<file path="src/rtl/utm_pkg.sv">
package utm_pkg;

    localparam int TS_W   = 64;
    localparam int WORD_W = 32;
    localparam int OFS_W  = 8;

    localparam logic [OFS_W-1:0] OFS_TS_LO  = 8'h00;
    localparam logic [OFS_W-1:0] OFS_TS_HI  = 8'h04;
    localparam logic [OFS_W-1:0] OFS_CMP_LO = 8'h08;
    localparam logic [OFS_W-1:0] OFS_CMP_HI = 8'h0C;
    localparam logic [OFS_W-1:0] OFS_CTRL   = 8'h10;
    localparam logic [OFS_W-1:0] OFS_STAT   = 8'h14;

    localparam int CTRL_EN_BIT   = 0;
    localparam int CTRL_QUAL_BIT = 1;
    localparam int STAT_FLAG_BIT = 0;

    typedef enum logic [2:0] {
        SEL_TS_LO,
        SEL_TS_HI,
        SEL_CMP_LO,
        SEL_CMP_HI,
        SEL_CTRL,
        SEL_STAT,
        SEL_NONE
    } reg_sel_e;

    typedef struct packed {
        logic snap;
        logic cmp_lo_wr;
        logic cmp_hi_wr;
        logic ctrl_wr;
        logic stat_wr;
    } strobe_t;

    function automatic reg_sel_e decode_offset(input logic [OFS_W-1:0] ofs);
        reg_sel_e sel;
        case (ofs)
            OFS_TS_LO:  sel = SEL_TS_LO;
            OFS_TS_HI:  sel = SEL_TS_HI;
            OFS_CMP_LO: sel = SEL_CMP_LO;
            OFS_CMP_HI: sel = SEL_CMP_HI;
            OFS_CTRL:   sel = SEL_CTRL;
            OFS_STAT:   sel = SEL_STAT;
            default:    sel = SEL_NONE;
        endcase
        return sel;
    endfunction

    function automatic logic [WORD_W-1:0] flag_word(input logic b);
        logic [WORD_W-1:0] w;
        w = '0;
        w[0] = b;
        return w;
    endfunction

endpackage

</file>
<file path="src/rtl/utm_tick_gen.sv">
module utm_tick_gen #(
    parameter int CLKS_PER_US = 125
) (
    input  logic clk,
    input  logic rst,
    output logic tick
);
    localparam int PRE_W = (CLKS_PER_US > 1) ? $clog2(CLKS_PER_US) : 1;
    localparam logic [PRE_W-1:0] PRE_LAST = PRE_W'(CLKS_PER_US - 1);

    generate
        if (CLKS_PER_US == 1) begin : g_direct
            assign tick = 1'b1;
        end else begin : g_divide
            logic [PRE_W-1:0] pre_q;

            always_ff @(posedge clk) begin
                if (rst) begin
                    pre_q <= '0;
                end else if (pre_q == PRE_LAST) begin
                    pre_q <= '0;
                end else begin
                    pre_q <= pre_q + 1'b1;
                end
            end

            assign tick = (pre_q == PRE_LAST);

            // the tick enable lasts a single clock
            a_r2_tick_single: assert property (@(posedge clk) disable iff (rst)
                tick |=> !tick);
        end
    endgenerate

endmodule

</file>
<file path="src/rtl/utm_timestamp.sv">
module utm_timestamp
    import utm_pkg::*;
#(
    parameter logic [TS_W-1:0] TS_INIT = '0
) (
    input  logic              clk,
    input  logic              rst,
    input  logic              tick,
    input  logic              snap,
    output logic [TS_W-1:0]   count,
    output logic [TS_W-1:0]   count_next,
    output logic [WORD_W-1:0] held_hi
);
    localparam int HI_LSB = TS_W - WORD_W;

    logic [TS_W-1:0]   count_q;
    logic [WORD_W-1:0] held_q;

    assign count_next = tick ? count_q + 1'b1 : count_q;

    always_ff @(posedge clk) begin
        if (rst) begin
            count_q <= TS_INIT;
            held_q  <= '0;
        end else begin
            count_q <= count_next;
            if (snap) begin
                held_q <= count_q[TS_W-1:HI_LSB];
            end
        end
    end

    assign count   = count_q;
    assign held_hi = held_q;

    // one step per tick, frozen otherwise
    a_r2_count_step: assert property (@(posedge clk) disable iff (rst)
        tick |=> count == $past(count) + 1'b1);
    a_r2_count_hold: assert property (@(posedge clk) disable iff (rst)
        !tick |=> $stable(count));
    // low-word read captures the upper half of the same instant
    a_r4_hold_capture: assert property (@(posedge clk) disable iff (rst)
        snap |=> held_hi == $past(count[TS_W-1:HI_LSB]));
    a_r4_hold_keep: assert property (@(posedge clk) disable iff (rst)
        !snap |=> $stable(held_hi));

endmodule

</file>
<file path="src/rtl/utm_compare.sv">
module utm_compare
    import utm_pkg::*;
(
    input  logic              clk,
    input  logic              rst,
    input  logic              tick,
    input  logic [TS_W-1:0]   count_next,
    input  strobe_t           strb,
    input  logic [WORD_W-1:0] wdata,
    output logic [TS_W-1:0]   cmp_val,
    output logic              cmp_en,
    output logic              flag
);
    localparam int HI_LSB = TS_W - WORD_W;

    logic [TS_W-1:0] cmp_q;
    logic            en_q;
    logic            flag_q;
    logic            hit;
    logic            clr;

    assign hit = tick && en_q && (count_next >= cmp_q);
    assign clr = strb.stat_wr && wdata[STAT_FLAG_BIT];

    always_ff @(posedge clk) begin
        if (rst) begin
            cmp_q  <= '0;
            en_q   <= 1'b0;
            flag_q <= 1'b0;
        end else begin
            if (strb.cmp_lo_wr) begin
                cmp_q[WORD_W-1:0] <= wdata;
            end
            if (strb.cmp_hi_wr) begin
                cmp_q[TS_W-1:HI_LSB] <= wdata;
            end
            if (strb.ctrl_wr && wdata[CTRL_QUAL_BIT]) begin
                en_q <= wdata[CTRL_EN_BIT];
            end
            if (hit) begin
                flag_q <= 1'b1;
            end else if (clr) begin
                flag_q <= 1'b0;
            end
        end
    end

    assign cmp_val = cmp_q;
    assign cmp_en  = en_q;
    assign flag    = flag_q;

    // an unqualified control write leaves the enable alone
    a_r6_en_guard: assert property (@(posedge clk) disable iff (rst)
        (strb.ctrl_wr && !wdata[CTRL_QUAL_BIT]) |=> $stable(cmp_en));
    // the flag is sticky without a clear
    a_r7_sticky: assert property (@(posedge clk) disable iff (rst)
        (flag && !clr) |=> flag);
    // a clear with no coincident match drops the flag
    a_r8_clear: assert property (@(posedge clk) disable iff (rst)
        (clr && !hit) |=> !flag);
    // the flag only rises on a tick while enabled
    a_r11_rise_needs_en: assert property (@(posedge clk) disable iff (rst)
        $rose(flag) |-> ($past(cmp_en) && $past(tick)));

endmodule

</file>
<file path="src/rtl/usec_timer.sv">
module usec_timer
    import utm_pkg::*;
#(
    parameter int               CLKS_PER_US = 125,
    parameter int               ADDR_W      = 5,
    parameter logic [TS_W-1:0]  TS_INIT     = '0
) (
    input  logic              clk,
    input  logic              rst,
    input  logic [ADDR_W-1:0] bus_addr,
    input  logic              bus_wr,
    input  logic [WORD_W-1:0] bus_wdata,
    input  logic              bus_rd,
    output logic [WORD_W-1:0] bus_rdata,
    output logic              irq
);
    localparam int HI_LSB = TS_W - WORD_W;

    logic [OFS_W-1:0]  ofs;
    reg_sel_e          sel;
    strobe_t           strb;
    logic              tick;
    logic [TS_W-1:0]   count;
    logic [TS_W-1:0]   count_next;
    logic [WORD_W-1:0] held_hi;
    logic [TS_W-1:0]   cmp_val;
    logic              cmp_en;
    logic              flag;
    logic [WORD_W-1:0] rd_mux;
    logic [WORD_W-1:0] rdata_q;

    assign ofs = OFS_W'(bus_addr);
    assign sel = decode_offset(ofs);

    always_comb begin
        strb           = '0;
        strb.snap      = bus_rd && (sel == SEL_TS_LO);
        strb.cmp_lo_wr = bus_wr && (sel == SEL_CMP_LO);
        strb.cmp_hi_wr = bus_wr && (sel == SEL_CMP_HI);
        strb.ctrl_wr   = bus_wr && (sel == SEL_CTRL);
        strb.stat_wr   = bus_wr && (sel == SEL_STAT);
    end

    utm_tick_gen #(.CLKS_PER_US(CLKS_PER_US)) u_tick (
        .clk  (clk),
        .rst  (rst),
        .tick (tick)
    );

    utm_timestamp #(.TS_INIT(TS_INIT)) u_ts (
        .clk        (clk),
        .rst        (rst),
        .tick       (tick),
        .snap       (strb.snap),
        .count      (count),
        .count_next (count_next),
        .held_hi    (held_hi)
    );

    utm_compare u_cmp (
        .clk        (clk),
        .rst        (rst),
        .tick       (tick),
        .count_next (count_next),
        .strb       (strb),
        .wdata      (bus_wdata),
        .cmp_val    (cmp_val),
        .cmp_en     (cmp_en),
        .flag       (flag)
    );

    always_comb begin
        case (sel)
            SEL_TS_LO:  rd_mux = count[WORD_W-1:0];
            SEL_TS_HI:  rd_mux = held_hi;
            SEL_CMP_LO: rd_mux = cmp_val[WORD_W-1:0];
            SEL_CMP_HI: rd_mux = cmp_val[TS_W-1:HI_LSB];
            SEL_CTRL:   rd_mux = flag_word(cmp_en);
            SEL_STAT:   rd_mux = flag_word(flag);
            default:    rd_mux = '0;
        endcase
    end

    always_ff @(posedge clk) begin
        if (rst) begin
            rdata_q <= '0;
        end else if (bus_rd) begin
            rdata_q <= rd_mux;
        end
    end

    assign bus_rdata = rdata_q;
    assign irq       = flag;

    // unmapped offsets read as zero; idle bus keeps the data
    a_r3_unmapped_zero: assert property (@(posedge clk) disable iff (rst)
        (bus_rd && sel == SEL_NONE) |=> bus_rdata == '0);
    a_r3_rdata_hold: assert property (@(posedge clk) disable iff (rst)
        !bus_rd |=> $stable(bus_rdata));
    // control read has only the enable bit
    a_r6_ctrl_read: assert property (@(posedge clk) disable iff (rst)
        (bus_rd && sel == SEL_CTRL) |=> bus_rdata[WORD_W-1:1] == '0);

endmodule

</file>
<file path="config.mk">
export PLATFORM = sky130hd
export DESIGN_NAME = usec_timer
export DESIGN_NICKNAME = d
export VERILOG_FILES = /design/src/rtl/utm_pkg.sv /design/src/rtl/utm_tick_gen.sv /design/src/rtl/utm_timestamp.sv /design/src/rtl/utm_compare.sv /design/src/rtl/usec_timer.sv
export SDC_FILE = /design/constraint.sdc
export NUM_CORES = 1
export LEC_CHECK = 0
export BUFFER_PORTS_ARGS = -buffer_cell sky130_fd_sc_hd__buf_2
export CAP_MARGIN = 0
export CORE_MARGIN = 2
export CORE_UTILIZATION = 61
export DETAILED_ROUTE_END_ITERATION = 8
export GPL_TIMING_DRIVEN = 1
export PLACE_DENSITY = 0.79
export SLEW_MARGIN = 15
export SYNTH_ARGS = -nofsm -noshare
export SYNTH_HDL_FRONTEND = slang
export SYNTH_SLANG_ARGS = --single-unit
export TNS_END_PERCENT = 30
</file>
<file path="constraint.sdc">
create_clock -name clk -period 3.95 [get_ports clk]
set_input_delay 0 -clock clk [delete_from_list [all_inputs] [get_ports clk]]
set_output_delay 0 -clock clk [all_outputs]
set_load 0.02 [all_outputs]
</file>
-- Word level (Yosys, flattened, before mapping)
Index checks and enable logic that the tools add are counted.
Widths: inputs -> output; s select.
- flip-flop bits (word level): 201
- bits of input ports: 41
- output and inout port bits: 33
- add/subtract/negate cells: 2
- order comparisons: 1
- equal/unequal tests: 11
- mux-type cells: 5
- reductions and logical operators: 13
- operator list (operator ; count):
    $pmux 32 s6 ; 1
    $add 64x1->64 const B ; 1
    $ge 64x64->1 ; 1
    $mux 64 ; 1
    $pmux 3 s6 ; 1
    $eq 5x4->1 const B ; 2
    $eq 5x5->1 const B ; 2
    $logic_and 1x1->1 ; 9
    $logic_not 8->1 ; 1
    $add 7x1->7 const B ; 1
    $eq 7x7->1 const B ; 1
    $eq 3x2->1 const B ; 2
    $eq 3x3->1 const B ; 2
    $eq 5x3->1 const B ; 1
    $eq 3x1->1 const B ; 1
    $logic_not 3->1 ; 1
    $mux 1 ; 2
    $reduce_bool 2->1 ; 1
    $reduce_or 2->1 ; 1

-- Depth between registers and ports, before layout
Gate-level depths: netlist of the first run.
- depth after elaboration: 7
- gate-level depth with buffers: 16

-- Hierarchy
A second synthesis of the first run with hierarchy kept.
- cell total of the unflattened synthesis: 1190
- area total of the unflattened synthesis: 10583.9 µm²
- modules (own cells, without submodules) (module ; times used ; cells each ; area an instance (µm²) ; seq. area each (µm²)):
    utm_timestamp ; 1 ; 494 ; 4350.4 ; 1921.8
    utm_compare ; 1 ; 445 ; 3935.0 ; 1321.3
    usec_timer ; 1 ; 216 ; 1986.9 ; 640.6
    utm_tick_gen ; 1 ; 35 ; 311.5 ; 140.1

-- Worst setup path before layout of the first run
OpenSTA, ideal clock, no wires.
- path type: register to register
- from: register u_ts.count_q[9] (netlist: u_ts.count[9])
- to: register u_cmp.flag_q (netlist: u_cmp.flag)
- library setup time: 0.074 ns
- arrival: 3.042 ns
- path slack: 0.834 ns
- stages on the path, launching flop included: 14
- path buffers: 1
- clock period less this slack: 3.116 ns
- cells stage by stage: dfxtp_1 -> nand3_2 -> or4_4 -> or4_4 -> buf_6 -> nor3_4 -> xor2_2 -> ha_1 -> nand4_1 -> nor3_1 -> nand2_1 -> nor4_1 -> nand2_1 -> o21ai_0
- cells in the longest elaborated chain, start to end: 5
- elaborated cells on any way between the ends: 6
- classes of those cells: 1 x add/sub; 1 x order compare; 2 x mux; 2 x reduce/logical
- RTL lines (element ; RTL line ; text):
    from (decl) ; utm_timestamp.sv:16 ; logic [TS_W-1:0] count_q;
    from (signal assigned) ; utm_timestamp.sv:26 ; count_q <= count_next;
    $add 64x1->64 * ; utm_timestamp.sv:19 ; assign count_next = tick ? count_q + 1'b1 : count_q;
    $mux 64 * ; utm_timestamp.sv:19 ;
    via count_next[59] ; usec_timer.sv:24 ; logic [TS_W-1:0] count_next;
    $ge 64x64->1 * ; utm_compare.sv:22 ; assign hit = tick && en_q && (count_next >= cmp_q);
    $logic_and 1x1->1 * ; utm_compare.sv:22 ;
    $mux 1 or $reduce_bool 2->1 (tied branches) ; -- ;
    to (signal assigned) ; utm_compare.sv:29 ; flag_q <= 1'b0;
    to (signal assigned) ; utm_compare.sv:41 ; flag_q <= 1'b1;
    to (signal assigned) ; utm_compare.sv:43 ; flag_q <= 1'b0;
    to (decl) ; utm_compare.sv:18 ; logic flag_q;
Mark *: on every way through the listed nets, which the timed path passes. The rest lies on a longest branch.
A chain may end at the register's enable or synchronous reset.

-- Worst setup path after layout of the first run
- from: register u_ts.count_q[28] (netlist: u_ts.count[28])
- to: register u_cmp.flag_q (netlist: u_cmp.flag)
Same word-level chain as after synthesis.

==> flow_metrics.py, run 1 <==
metrics = {
    "timing": {
        "relSlewSlack_pct": 37.45,
        "finalMaxSlewViolations": 0,
        "setup_viol": 0,
        "final.period_utilization_pct": 94.29,
        "fin_crit_ps": 3725,
        "tightest_slew_ps": 938.2,
        "final.setup_skew_ps": 13.84,
        "tns_ps": 0,
        "hold_violations": 0,
        "max_freq_mhz": 268.5,
    },
    "power": {
        "leakage_nw": 4.565,
        "p_seq_share_pct": 47.6,
        "sw_frac_of_total_pct": 22.19,
        "combPwrFrac_pct": 4.1,
        "pwr_density_cell_nw_per_um2": 359.5,
        "vdd.ir_drop.worst_v": 0.0002979,
        "clockPowerShare_pct": 48.3,
        "switchingPower_w": 0.0009471,
        "intPower_w": 0.003321,
    },
    "placed_design": {
        "post-dp-hpwl_um": 19120,
        "placed_cell_area_um2": 10780,
        "portBuffers": 73,
        "gp_congestion": 0.8915,
    },
    "detailed_routing": {
        "drcViolationCount": 0,
        "drtAntennaViolNets": 0,
        "routedWlPerCell_um": 17.51,
        "viasPerCell": 5.894,
        "firstDrtPassIters": 8,
        "drt-initial-drc-count": 892,
        "routed_wl_um": 27580,
        "vias": 9283,
    },
    "hold_path": {
        "min_to": "bus_rdata[4]",
        "hold_depth": 2,
        "worstHoldStart": "rst",
        "hp-class": "primary input to register",
    },
    "grt": {
        "met1_usage_pct": 43.70,
        "grtUsageTotal_pct": 30.97,
        "antenna_found_initial": 0,
        "grt_pass1_wl_um": 45020,
        "grt_max_degree": 117,
        "use_met2_pct": 49.46,
        "met3_usage_pct": 4.604,
        "grt.busiest_layer": "met2",
        "grt_pass1_vias": 8806,
        "grt_remaining_overflow": 0,
    },
    "floorplan": {
        "ioPinCount": 74,
        "dieArea_um2": 17760,
        "rows": 47,
        "die_w_um": 133.3,
        "die_y_um": 133.3,
        "initial_core_util_pct": 61.89,
        "coreArea_um2": 16470,
    },
    "synth": {
        "synth-edff-count": 0,
        "synth_seq_cells": 201,
        "synthCells": 1253,
        "synth_area_um2": 10190,
        "synth_area_per_cell_um2": 8.133,
        "synth-seq-area-share_pct": 39.48,
        "yosys_warnings": 0,
        "synth_top_area_share_pct": 39.48,
        "synth_area_leader_cell": "dfxtp_1",
        "yosys-top-cells-area": "dfxtp_1, nand2_1, ha_1",
        "synth_nets": 1362,
        "synth_ff_type": "dfxtp_1",
        "synthDistinctLibCells": 54,
        "async_reset_ff_share_pct": 0,
    },
    "critical_path": {
        "worstSetupPathType": "register to register",
        "ff2ff_path_depth": 12,
        "r2r_start": "u_ts.count[28]",
        "cp.required_ps": 4380,
        "rrSetupSlack_ps": 230,
        "worstSetupStartpointType": "register",
        "timing.rr.end": "u_cmp.flag",
        "crit_path_max_fanout": 6,
        "cp-end-kind": "register",
        "cp.arrival_ps": 4160,
    },
    "layout": {
        "area_growth_pct": 16.51,
        "final_layout_size_suffix_gt1_share_pct": 12.32,
        "nNetsFinal": 1448,
        "fin_util_pct": 72.11,
        "insertedDiodeCount": 0,
        "stdcell_area_um2": 11870,
    },
    "clock_network": {
        "clk_latency_ps": 510,
        "cts.sinks": 201,
        "htreeDepth": 1,
        "root_buffer": "clkbuf_16",
        "clockBufferDepth": 3,
        "tritoncts": "done",
        "cts_buffers": 22,
        "clkTransAtPathRegs_ps": 60,
    },
    "status": {
        "outcome": "complete, no violations",
    },
    "flow_run": {
        "maxCapViolations": 0,
    },
}
[area by class of cell]
cell class,instances,area [um2]
flip-flops and latches,201,4025
clock buffers,32,659.4
repair buffers,128,892.1
well taps,220,275.3
clock inverters,8,71.32
fillers,1323,4592
multi-input cells,913,5677
inverters,73,274.0
[logic make-up (layout without fill, tap and decap cells)]
| group | Yosys count | count (layout) | share of synthesized area [%] |
|---|---|---|---|
| AOI/OAI and AO/OA | 252 | 252 | 15.72 |
| xor gates and xnor gates | 67 | 67 | 5.832 |
| adders and majority gates | 68 | 68 | 8.349 |
| muxes | 3 | 3 | 0.3069 |
| and+or+nand+nor | 523 | 523 | 24.95 |
| DFF | 201 | 201 | 39.48 |
| buffers and inverters | 139 | 241 | 5.365 |
[metrics by stage]
stage	std cells	setup WS, ps	hold slack, ps	power (W)
detailed placement	1502	-2.953	256.7	0.002222
global route	1575	-31.89	74.62	0.004372
CTS	1575	97.85	38.43	0.004275
finish	1575	225.4	30.54	0.004268
floorplan	1253	834.2	136.0	0.002159
global placement	1502	89.00	252.8	0.002221
[cell usage after synthesis, types with 20 or more instances]
cell type and n:
o21ai_0 43, nor2b_1 64, clkbuf_1 63, nand4_1 20
nor2_1 58, nand3_1 32, inv_1 73, a222oi_1 31
a21oi_1 123, dfxtp_1 201, a2bb2oi_1 33, xor2_1 23
xnor2_1 43, nand2_1 275, ha_1 68
[sequential cells by signal (all words and copies together) (netlist names)]
name,count
u_cmp.cmp_en,1
u_ts.held_hi,32
u_tick.g_divide.pre_q,7
u_cmp.cmp_val,64
u_cmp.flag,1
bus_rdata,32
u_ts.count,64
[worst max path at each step]
stage                     slack, ps                startpoint         end
after floorplan                 830             u_ts.count[9]  u_cmp.flag
after global placement           90  u_tick.g_divide.pre_q[0]  u_cmp.flag
after global routing            -30            u_ts.count[28]  u_cmp.flag
final                           230            u_ts.count[28]  u_cmp.flag
after detailed placement         -3  u_tick.g_divide.pre_q[0]  u_cmp.flag
after CTS                       100             u_ts.count[0]  u_cmp.flag
[cells in the final DEF, fill, tap and decap left out, types with 31 or more instances in the layout]
cell	count
a21oi_1	123
a222oi_1	31
a2bb2oi_1	33
buf_2	72
dfxtp_1	200
dlygate4sd3_1	33
ha_1	68
inv_1	73
nand2_1	275
nand3_1	32
nor2_1	56
nor2b_1	64
o21ai_0	43
xnor2_1	43
[timing repair]
item	in CTS	in global routing
hold buffers	33	0
buffers inserted	0	0
hold endpoints to repair	65	0
setup endpoints to repair	1	1
resized for setup	1	4
[critical path: stages (launching register included)]
cell	delay, ps
dfxtp_1	430
and4_1	300
nand4_1	330
or4_4	690
nor2_1	140
xor2_1	100
ha_1	330
nand4_1	240
nor4_4	390
nand2_1	150
nor4_1	290
a21oi_1	110
o21ai_0	140
[metal layers]
metal	up-vias	wire length, um
met4	0	686
met2	369	12660
met3	53	1925
met1	4386	12310
met5	-	0
li1	4475	-
[power by group through the flow]
stage               combinational [W]  clock [W]  sequential [W]
detailed placement           0.000144          0         0.00208
CTS                          0.000170    0.00207         0.00203
global placement             0.000143          0         0.00208
floorplan                   0.0000819          0         0.00208
finish                       0.000173    0.00206         0.00203
global route                 0.000185    0.00215         0.00203
(Power assumes the default switching activity.)
==> run 2: changes to the inputs <==
Settings changed: CAP_MARGIN 0 to 20, PLACE_DENSITY 0.79 to 0.81, REMOVE_ABC_BUFFERS set to 1.
==> run 2 against run 1 <==
Effect of this change:
- count of clock-buffer cells in the layout up 1
- via count up 0.42%
- flip-flop and latch count unchanged
- cell count up 0.19%
- largest cell class unchanged
- clock power up 7%
- critical path type unchanged
- routed wire length up 3.0%
- critical endpoint unchanged
==> flow_metrics.py, run 2 (synthesized netlist as in run 1, its figures left out) <==
metrics = {
    "critical_path": {
        "cp-end-kind": "register",
        "cp.arrival_ps": 4160,
        "crit_chain": "nand3_4 > or4_4 > or4_4 > nor2_1 > xor2_1 > ha_1 > nand4_1 > nor4_4 > nand2_1 > nor4_1 > a21oi_1 > o21ai_0",
        "slowest_delay_ps": 570,
        "ff2ff_path_depth": 12,
        "crit_top_cell": "or4_4",
        "cp.depth": 12,
        "crit_path_max_fanout": 6,
        "crit_start": "u_ts.count[3]",
        "cp_num_buf_inv": 0,
        "path_delay_family": "simple AND/OR/NAND/NOR gates",
        "slowest_stage": "or4_4",
        "cp.required_ps": 4390,
        "worstSetupStartpointType": "register",
        "worstSetupPathType": "register to register",
        "r2r_start": "u_ts.count[3]",
    },
    "layout": {
        "layout_common_cells": "nand2_1, dfxtp_1, a21oi_1, inv_1, buf_2",
        "area_growth_pct": 16.93,
        "fillers": 1288,
        "final_layout_size_suffix_gt1_share_pct": 12.22,
        "insertedDiodeCount": 0,
        "final_common_cell": "nand2_1",
        "fin_util_pct": 72.37,
        "nNetsFinal": 1451,
    },
    "clock_network": {
        "tritoncts": "done",
        "clk_latency_ps": 510,
        "clkTransAtPathRegs_ps": 70,
        "cts_buffers": 22,
        "clockBufferDepth": 3,
        "root_buffer": "clkbuf_16",
        "htreeDepth": 1,
        "cts.sinks": 201,
    },
    "placed_design": {
        "gp_congestion": 0.9563,
        "portBuffers": 73,
        "post-dp-hpwl_um": 18950,
    },
    "timing": {
        "tightest_slew_ps": 949.6,
        "final.setup_skew_ps": 11.87,
        "max_freq_mhz": 268.6,
        "relSlewSlack_pct": 36.70,
        "tns_ps": 0,
        "grt_setup_unrepaired": "false",
        "setup_viol": 0,
        "fin_crit_ps": 3722,
        "finalMaxSlewViolations": 0,
        "hold_violations": 0,
        "final.period_utilization_pct": 94.24,
    },
    "detailed_routing": {
        "routed_wl_um": 28410,
        "drtAntennaViolNets": 0,
        "firstDrtPassIters": 8,
        "drt-initial-drc-count": 986,
        "viasPerCell": 5.907,
        "drcViolationCount": 0,
        "routedWlPerCell_um": 18.01,
        "vias": 9322,
    },
    "floorplan": {
        "coreArea_um2": 16470,
        "dieArea_um2": 17760,
        "rows": 47,
        "ioPinCount": 74,
        "die_w_um": 133.3,
        "die_y_um": 133.3,
        "initial_core_util_pct": 61.89,
    },
    "grt": {
        "grt_remaining_overflow": 0,
        "grt_pass1_vias": 8870,
        "antenna_found_initial": 0,
        "grt_max_degree": 122,
        "grt_pass1_wl_um": 45730,
        "grtUsageTotal_pct": 31.56,
    },
    "hold_path": {
        "hp-class": "primary input to register",
        "hold_depth": 2,
        "worstHoldStart": "rst",
    },
    "power": {
        "leakage_nw": 4.590,
        "vdd.ir_drop.worst_v": 0.0003243,
        "pwr_density_cell_nw_per_um2": 369.2,
    },
    "status": {
        "outcome": "complete, no violations",
    },
    "flow_run": {
        "maxCapViolations": 0,
    },
}
[run 2: cell types whose count changed in the layout (fill, tap and decap cells not counted), moves of 2 or more]
cell       change
clkbuf_1       +4
buf_12         -2
clkbuf_8       -3
clkinv_2       -2
bufinv_16      +3
buf_4          +5
[run 2: path summary, 6_finish.rpt]
kind | endpoint | slack, ps
hold reg to reg | u_ts.held_hi[13] | 450
setup reg to reg | u_cmp.flag | 230
hold / removal | bus_rdata[19] | 20
setup / recovery | u_cmp.flag | 230
[run 2: through the flow]
step	power, W	instance area, um2	worst slack [ps]	instances	hold slack, ps
floorplan	0.002123	9918	439.4	1187	69.07
global placement	0.002216	10740	76.02	1500	252.9
detailed placement	0.002218	10740	3.457	1500	256.4
CTS	0.004404	11850	104.1	1573	61.30
global route	0.004495	11920	5.699	1578	83.55
finish	0.004400	11920	227.7	1578	15.88
[run 2: timing repair]
| action | 4_1_cts | 5_1_grt |
|---|---|---|
| gates resized for setup | 1 | 5 |
| setup buffers | 0 | 5 |
| setup endpoints to repair | 1 | 1 |
| endpoints found under the hold margin | 65 | 0 |
| pin swaps | 0 | 3 |
| hold buffers | 33 | 0 |
[run 2: layout make-up]
cell class | count | area [um2] | share of cell area [%]
multi-input combinational | 913 | 5685 | 47.71
clock inverter | 7 | 135.1 | 1.134
timing repair buffer | 131 | 889.6 | 7.465
inverter | 73 | 274.0 | 2.299
clock buffer | 33 | 633.1 | 5.313
sequential | 201 | 4024 | 33.77
tap | 220 | 275.3 | 2.310
[run 2: metal layers]
| metal | vias to the layer above | GRT usage [%] | wire length, um | share of wire (%) |
|---|---|---|---|---|
| li1 | 4475 | - | - | - |
| met3 | 46 | 3.615 | 2113 | 7.4 |
| met2 | 389 | 54.10 | 13600 | 48 |
| met1 | 4412 | 42.94 | 12220 | 43 |
| met5 | - | 0 | 0 | 0 |
| met4 | 0 | 7.270 | 478 | 1.7 |
[run 2: worst reg2reg max path, cell delays in order, from the launching register on]
cell,delay [ps]
dfxtp_1,510
nand3_4,180
or4_4,570
or4_4,500
nor2_1,140
xor2_1,100
ha_1,340
nand4_1,210
nor4_4,380
nand2_1,110
nor4_1,340
a21oi_1,120
o21ai_0,150
[run 2: report_power, final]
part	internal [W]	total, W	switching [W]
Combinational	0.0000625	0.000169	0.000106
Sequential	0.00203	0.00203	0.00000295
Clock	0.00137	0.00220	0.000830
